==> config.mk <==
export PLATFORM = sky130hd
export DESIGN_NAME = keyed_watchdog
export DESIGN_NICKNAME = d
export VERILOG_FILES = /design/src/rtl/kwdt_pkg.sv /design/src/rtl/kwdt_keydec.sv /design/src/rtl/kwdt_shadow.sv /design/src/rtl/kwdt_prescaler.sv /design/src/rtl/keyed_watchdog.sv
export SDC_FILE = /design/constraint.sdc
export NUM_CORES = 1
export LEC_CHECK = 0
export CAP_MARGIN = 15
export CELL_PAD_IN_SITES_DETAIL_PLACEMENT = 0
export CELL_PAD_IN_SITES_GLOBAL_PLACEMENT = 2
export CORE_MARGIN = 8
export CORE_UTILIZATION = 35
export CTS_CLUSTER_DIAMETER = 40
export DETAILED_ROUTE_END_ITERATION = 12
export PLACE_DENSITY_LB_ADDON = 0.12
export SYNTH_ARGS = -nofsm -noshare
export SYNTH_HDL_FRONTEND = slang
export SYNTH_SLANG_ARGS = --single-unit
==> constraint.sdc <==
create_clock -name clk -period 7.6 [get_ports clk]
set_input_delay 1.52 -clock clk [delete_from_list [all_inputs] [get_ports clk]]
set_output_delay 1.52 -clock clk [all_outputs]
set_load 0.01 [all_outputs]
==> src/rtl/kwdt_pkg.sv <==
package kwdt_pkg;
    localparam logic [15:0] KEY_UNLOCK = 16'h5555;
    localparam logic [15:0] KEY_REFRESH = 16'hAAAA;
    localparam logic [15:0] KEY_START = 16'hCCCC;

    localparam logic [1:0] ADDR_KEY = 2'd0;
    localparam logic [1:0] ADDR_DIV = 2'd1;
    localparam logic [1:0] ADDR_RLD = 2'd2;
    localparam logic [1:0] ADDR_STAT = 2'd3;

    localparam int STAT_DIV_BUSY = 0;
    localparam int STAT_RLD_BUSY = 1;
    localparam int STAT_RUN = 2;
    localparam int STAT_CAUSE = 3;

    typedef enum logic [2:0] {
        CMD_NONE,
        CMD_UNLOCK,
        CMD_REFRESH,
        CMD_START,
        CMD_FOREIGN
    } key_cmd_e;
endpackage

==> src/rtl/kwdt_keydec.sv <==
module kwdt_keydec
    import kwdt_pkg::*;
(
    input  logic        wr_en,
    input  logic [1:0]  wr_addr,
    input  logic [15:0] wr_data,
    output key_cmd_e    cmd
);
    always_comb begin
        cmd = CMD_NONE;
        if (wr_en && wr_addr == ADDR_KEY) begin
            unique case (wr_data)
                KEY_UNLOCK:  cmd = CMD_UNLOCK;
                KEY_REFRESH: cmd = CMD_REFRESH;
                KEY_START:   cmd = CMD_START;
                default:     cmd = CMD_FOREIGN;
            endcase
        end
    end
endmodule

==> src/rtl/kwdt_shadow.sv <==
module kwdt_shadow #(
    parameter int W = 12,
    parameter int SYNC_TICKS = 3,
    parameter logic [W-1:0] RST_VAL = '0
) (
    input  logic         clk,
    input  logic         rst_n,
    input  logic         tick,
    input  logic         wr_ok,
    input  logic [W-1:0] wr_val,
    output logic [W-1:0] prog,
    output logic [W-1:0] active,
    output logic         busy
);
    localparam int SW = (SYNC_TICKS > 1) ? $clog2(SYNC_TICKS) : 1;

    typedef struct packed {
        logic [W-1:0]  prog;
        logic [W-1:0]  act;
        logic          busy;
        logic [SW-1:0] scnt;
    } shadow_t;

    shadow_t sh_d, sh_q;

    always_comb begin
        sh_d = sh_q;
        if (sh_q.busy && tick) begin
            if (sh_q.scnt == SW'(SYNC_TICKS - 1)) begin
                sh_d.busy = 1'b0;
                sh_d.act = sh_q.prog;
                sh_d.scnt = '0;
            end else begin
                sh_d.scnt = sh_q.scnt + 1'b1;
            end
        end
        if (wr_ok) begin
            sh_d.prog = wr_val;
            sh_d.busy = 1'b1;
            sh_d.scnt = '0;
        end
        if (!rst_n) begin
            sh_d = '{prog: RST_VAL, act: RST_VAL, busy: 1'b0, scnt: '0};
        end
    end

    always_ff @(posedge clk) begin
        sh_q <= sh_d;
    end

    assign prog = sh_q.prog;
    assign active = sh_q.act;
    assign busy = sh_q.busy;
endmodule

==> src/rtl/kwdt_prescaler.sv <==
module kwdt_prescaler #(
    parameter int CODE_W = 3,
    parameter int BASE_LOG = 2,
    parameter int MAX_SHIFT = 6
) (
    input  logic              clk,
    input  logic              rst_n,
    input  logic              tick,
    input  logic              run,
    input  logic              restart,
    input  logic [CODE_W-1:0] code,
    output logic              stroke
);
    localparam int PW = BASE_LOG + MAX_SHIFT;

    typedef struct packed {
        logic [PW-1:0] phase;
    } pre_t;

    pre_t pre_d, pre_q;
    logic [PW-1:0] limit;

    always_comb begin
        int unsigned sh;
        sh = (int'(code) > MAX_SHIFT) ? MAX_SHIFT : int'(code);
        limit = PW'((1 << (BASE_LOG + sh)) - 1);
        stroke = run && tick && (pre_q.phase >= limit);
        pre_d = pre_q;
        if (run && tick) begin
            pre_d.phase = stroke ? '0 : pre_q.phase + 1'b1;
        end
        if (restart || !rst_n) begin
            pre_d.phase = '0;
        end
    end

    always_ff @(posedge clk) begin
        pre_q <= pre_d;
    end
endmodule

==> src/rtl/keyed_watchdog.sv <==
module keyed_watchdog
    import kwdt_pkg::*;
#(
    parameter int CNT_W = 12,
    parameter int CODE_W = 3,
    parameter int SYNC_TICKS = 3
) (
    input  logic        clk,
    input  logic        por_n,
    input  logic        rst_n,
    input  logic        tick,
    input  logic        hw_start,
    input  logic        wr_en,
    input  logic [1:0]  wr_addr,
    input  logic [15:0] wr_data,
    input  logic [1:0]  rd_addr,
    output logic [15:0] rd_data,
    output logic        rst_req
);
    typedef struct packed {
        logic [CNT_W-1:0] cnt;
        logic             run;
        logic             unlock;
        logic             req;
        logic             cause;
    } wd_t;

    wd_t st_d, st_q;

    logic              sys_rst_n;
    key_cmd_e          cmd;
    logic              stroke;
    logic [CODE_W-1:0] div_prog, div_act;
    logic [CNT_W-1:0]  rld_prog, rld_act;
    logic              div_busy, rld_busy;
    logic [CNT_W-1:0]  cnt_q;
    logic              run_q, unlock_q, cause_q;

    assign sys_rst_n = rst_n & por_n;
    assign cnt_q = st_q.cnt;
    assign run_q = st_q.run;
    assign unlock_q = st_q.unlock;
    assign cause_q = st_q.cause;
    assign rst_req = st_q.req;

    kwdt_keydec u_keydec (
        .wr_en  (wr_en),
        .wr_addr(wr_addr),
        .wr_data(wr_data),
        .cmd    (cmd)
    );

    kwdt_shadow #(.W(CODE_W), .SYNC_TICKS(SYNC_TICKS), .RST_VAL('0)) u_div (
        .clk   (clk),
        .rst_n (sys_rst_n),
        .tick  (tick),
        .wr_ok (wr_en && wr_addr == ADDR_DIV && unlock_q),
        .wr_val(wr_data[CODE_W-1:0]),
        .prog  (div_prog),
        .active(div_act),
        .busy  (div_busy)
    );

    kwdt_shadow #(.W(CNT_W), .SYNC_TICKS(SYNC_TICKS), .RST_VAL('1)) u_rld (
        .clk   (clk),
        .rst_n (sys_rst_n),
        .tick  (tick),
        .wr_ok (wr_en && wr_addr == ADDR_RLD && unlock_q),
        .wr_val(wr_data[CNT_W-1:0]),
        .prog  (rld_prog),
        .active(rld_act),
        .busy  (rld_busy)
    );

    kwdt_prescaler #(.CODE_W(CODE_W)) u_pre (
        .clk    (clk),
        .rst_n  (sys_rst_n),
        .tick   (tick),
        .run    (run_q),
        .restart(cmd == CMD_REFRESH),
        .code   (div_act),
        .stroke (stroke)
    );

    always_comb begin
        logic expire;
        st_d = st_q;
        if (stroke && cnt_q != '0) begin
            st_d.cnt = cnt_q - CNT_W'(1);
        end
        unique case (cmd)
            CMD_UNLOCK:  st_d.unlock = 1'b1;
            CMD_REFRESH: begin
                st_d.unlock = 1'b0;
                st_d.cnt = rld_act;
            end
            CMD_START: begin
                st_d.unlock = 1'b0;
                st_d.run = 1'b1;
            end
            CMD_FOREIGN: st_d.unlock = 1'b0;
            default: ;
        endcase
        if (wr_en && wr_addr == ADDR_STAT && wr_data[STAT_CAUSE]) begin
            st_d.cause = 1'b0;
        end
        expire = run_q && cnt_q == '0;
        if (expire) begin
            st_d.req = 1'b1;
            st_d.cause = 1'b1;
        end
        if (!sys_rst_n) begin
            st_d = '{cnt: '1, run: hw_start, unlock: 1'b0, req: 1'b0,
                     cause: por_n ? cause_q : 1'b0};
        end
    end

    always_ff @(posedge clk) begin
        st_q <= st_d;
    end

    always_comb begin
        unique case (rd_addr)
            ADDR_DIV: rd_data = 16'(div_prog);
            ADDR_RLD: rd_data = 16'(rld_prog);
            ADDR_STAT: begin
                rd_data = '0;
                rd_data[STAT_DIV_BUSY] = div_busy;
                rd_data[STAT_RLD_BUSY] = rld_busy;
                rd_data[STAT_RUN] = run_q;
                rd_data[STAT_CAUSE] = cause_q;
            end
            default: rd_data = '0;
        endcase
    end
endmodule

==> flow_summary.rst <==
.. list-table::
   :header-rows: 1

   * - Metric
     - Value
   * - Result of the run
     - finished, final reports clean
   * - FF+latch count, synth
     - 60
   * - CTS Root Cell
     - clkbuf_8
   * - Post-CTS repair timing setup buffer count
     - 0
   * - Final TNS setup
     - 0 ns
   * - Number of diodes
     - 0
   * - Cell area reported after detailed placement
     - 3520 um^2
   * - Die Wd
     - 110 um
   * - Most common cell after layout, fill and taps aside
     - nand2_1
   * - Post-detailed-routing wire length
     - 7740 um
   * - Worst path required time
     - 6.08 ns
   * - CP Capture Type
     - output port
   * - Port-buffer cells
     - 38
   * - Area of all placed cells without fillers
     - 3750 um^2
   * - Largest net degree at the start of global routing
     - 38
   * - Placer Congestion
     - 0.767
   * - Post-route DRC
     - 0
   * - Cell area after technology mapping
     - 3060 um^2
   * - Fraction of power consumed by combinational cells
     - 0.068
   * - Number of vias in the routed layout
     - 2,667
   * - Area grow syn2layout
     - 22.3%
   * - Type of the setup path with the least slack
     - primary input to output port
   * - Longest Clk Path Bufs
     - 2
   * - Share of synthesized flip-flops with an asynchronous set or reset
     - 0
   * - Final hold violation count
     - 0
   * - HPWL reported at the end of detailed placement
     - 5760 um
   * - Total global-route track usage
     - 0.136
   * - Synth area leaders
     - dfxtp_1, nand2_1, ha_1
   * - Yosys warning total
     - 0
   * - Io pins
     - 43
   * - Starting DRT DRC Count
     - 64
   * - Total of fill cells in the finished design
     - 879
   * - Mean number of vias per cell
     - 5.16
   * - Hold Buf Count CTS
     - 0
   * - H-tree depth
     - 3
   * - Leakage power total
     - 1.45 nW
   * - Number of global-route vias before repair
     - 2,610
   * - Floorplan core area
     - 8590 um^2
   * - Reg power frac
     - 0.457
   * - Max Fanout on Critical Path
     - 11
   * - Top flip-flop cell by instance count after synthesis
     - dfxtp_1
   * - Sequential area share after synthesis
     - 0.399
   * - First-pass GRT wire length
     - 12,900 um
   * - Arrival @ worst endpoint
     - 3.41 ns
   * - Share of the cycle needed by the critical path after routing
     - 0.649
   * - Grt total ovfl
     - 0
   * - P per Cell Area
     - 186 nW/um^2
   * - Setup clock skew after layout
     - 0.0138 ns
   * - Clock sink count
     - 60
   * - Antenna Nets Post-Route
     - 0
   * - Antenna violations before repair
     - 0
   * - Hold/Removal Path Class
     - flop to flop
   * - Count of different cell masters after synthesis
     - 45
   * - Shortest period the worst path allows
     - 4.93 ns
   * - Worst-margin pin slew
     - 0.919 ns
   * - TritonCTS buffer count
     - 9
   * - Critical Path Source Type
     - primary input
   * - Reported max-cap violation count
     - 0
   * - Reported net switching power
     - 0.000153 W
   * - Worst vdd rail ir drop
     - 94.3 uV
   * - Yosys top cell area share
     - 0.379
   * - RSZ-0062 raised after global routing
     - false
   * - Number of gates resized after cts
     - 0
   * - TritonCTS clock tree
     - yes
   * - Area leader, netlist
     - dfxtp_1
   * - Average wire length per cell after detail routing
     - 15.0 um
   * - Clock insertion delay at the later pin of the skew report
     - 0.34 ns
   * - Max Freq
     - 0.203 GHz
   * - Ratio of cells with drive above 1 in the final layout
     - 0.0611
   * - TritonRoute pass-1 iters
     - 4
   * - Net switching share of the total power
     - 0.219
   * - Post-Syn Instances
     - 369
   * - Die outline height
     - 110 um
   * - Final net count
     - 443
   * - Syn_area_per_cell
     - 8.30 um^2
   * - Most frequent cells in the layout
     - nand2_1, dfxtp_1, clkdlybuf4s50_1
   * - Die Area
     - 12,000 um^2
   * - Post-CTS clock slew at the launch and capture registers of the worst setup and hold paths
     - 0.06 ns
   * - Slew headroom
     - 0.385
   * - Count of final max-slew check failures
     - 0
   * - Count of flip-flops with a built-in enable after synthesis
     - 2
   * - Clock share of power
     - 0.475
   * - Final setup violating endpoints
     - 0
   * - Internal power
     - 0.000544 W
   * - # rows
     - 34
   * - Post-Route Utilization
     - 0.436
   * - Initial core utilization
     - 0.357
-- final timing paths --
path | from | to | slack, ns | cells past startpoint
worst max-delay path | rd_addr[1] | rd_data[0] | 2.67 | 4
worst min-delay path | u_rld.active[3] | u_rld.active[3] | 0.47 | 2
worst max register to register | u_div.active[1] | cnt_q[9] | 4.31 | 10
worst min register to register | u_rld.active[3] | u_rld.active[3] | 0.47 | 2
-- power groups by stage --
stage          Sequential, W  Combinational, W  Clock, W
2_1_floorplan       0.000325         0.0000203         0
3_3_place_gp        0.000326         0.0000477         0
3_5_place_dp        0.000326         0.0000477         0
4_1_cts             0.000319         0.0000478  0.000340
5_1_grt             0.000319         0.0000510  0.000352
6_report            0.000319         0.0000472  0.000331
-- metrics by stage --
stage / power [W] / hold slack (ns) / std cells / worst slack (ns)
2_1_floorplan: 0.000346 / 0.442 / 372 / 3.99
3_3_place_gp: 0.000374 / 0.454 / 501 / 2.62
3_5_place_dp: 0.000374 / 0.461 / 501 / 2.61
4_1_cts: 0.000707 / 0.480 / 517 / 2.61
5_1_grt: 0.000721 / 0.502 / 517 / 2.52
6_report: 0.000697 / 0.475 / 517 / 2.67
-- Yosys cell counts, types with 3 or more instances --
library cell / n
a22o_1: 3
mux2i_1: 8
a31oi_1: 5
nor4_1: 13
dfxtp_1: 58
nand4_1: 8
nor2_1: 27
xnor2_1: 3
or3_1: 3
ha_1: 13
nand2b_1: 3
or4_1: 4
nor4bb_1: 5
and2_1: 10
xor2_1: 7
nor2b_1: 3
a2111oi_0: 4
a21oi_1: 14
buf_4: 5
o31ai_1: 4
nor3_1: 20
nand3_1: 31
nand2_1: 63
nor3b_1: 6
nand4b_1: 4
mux2_2: 4
clkbuf_1: 13
inv_1: 6
-- cell type report --
type	instances	area, um^2	area share
Multi-Input combinational cell	286	1740	0.464
Sequential cell	60	1220	0.326
Timing Repair Buffer	41	403	0.108
Clock buffer	12	155	0.0414
Tap cell	108	135	0.0361
Clock inverter	4	72.6	0.0194
Inverter	6	22.5	0.00601
-- worst max-delay path: stages --
cell             delay (ns)
clkdlybuf4s50_1        0.55
nor2b_1                0.56
a22o_1                 0.24
clkdlybuf4s50_1        0.54
-- state kept, by name (all words and copies together) (netlist names) --
register and flops:
cnt_q 12, u_rld.active 12, u_rld.prog 12, u_pre.pre_q 8
u_div.active 3, u_div.prog 3, u_div.sh_q 2, u_rld.sh_q 2
cause_q 1, rst_req 1, run_q 1, u_div.busy 1
u_rld.busy 1, unlock_q 1
-- kinds of logic (layout without fill, tap and decap cells) --
logic type / after synthesis / count (layout) / synth area share
AND/OR/NAND/NOR: 208 / 208 / 0.354
flip-flops: 60 / 60 / 0.399
AO/OA/AOI/OAI: 39 / 39 / 0.0858
buffers and inverters: 26 / 63 / 0.0384
adder cells (fa/ha/maj): 13 / 13 / 0.0531
multiplexers: 12 / 12 / 0.0408
XOR/XNOR: 10 / 10 / 0.0286
other: 1 / 4 / 0.00122
-- routing by layer --
layer | global-route usage | routed length [um]
met5 | 0 | 0
met4 | 0.0463 | 87
met3 | 0.0387 | 292
met2 | 0.208 | 3390
met1 | 0.180 | 3970
Power figures use the tool's default switching activity.
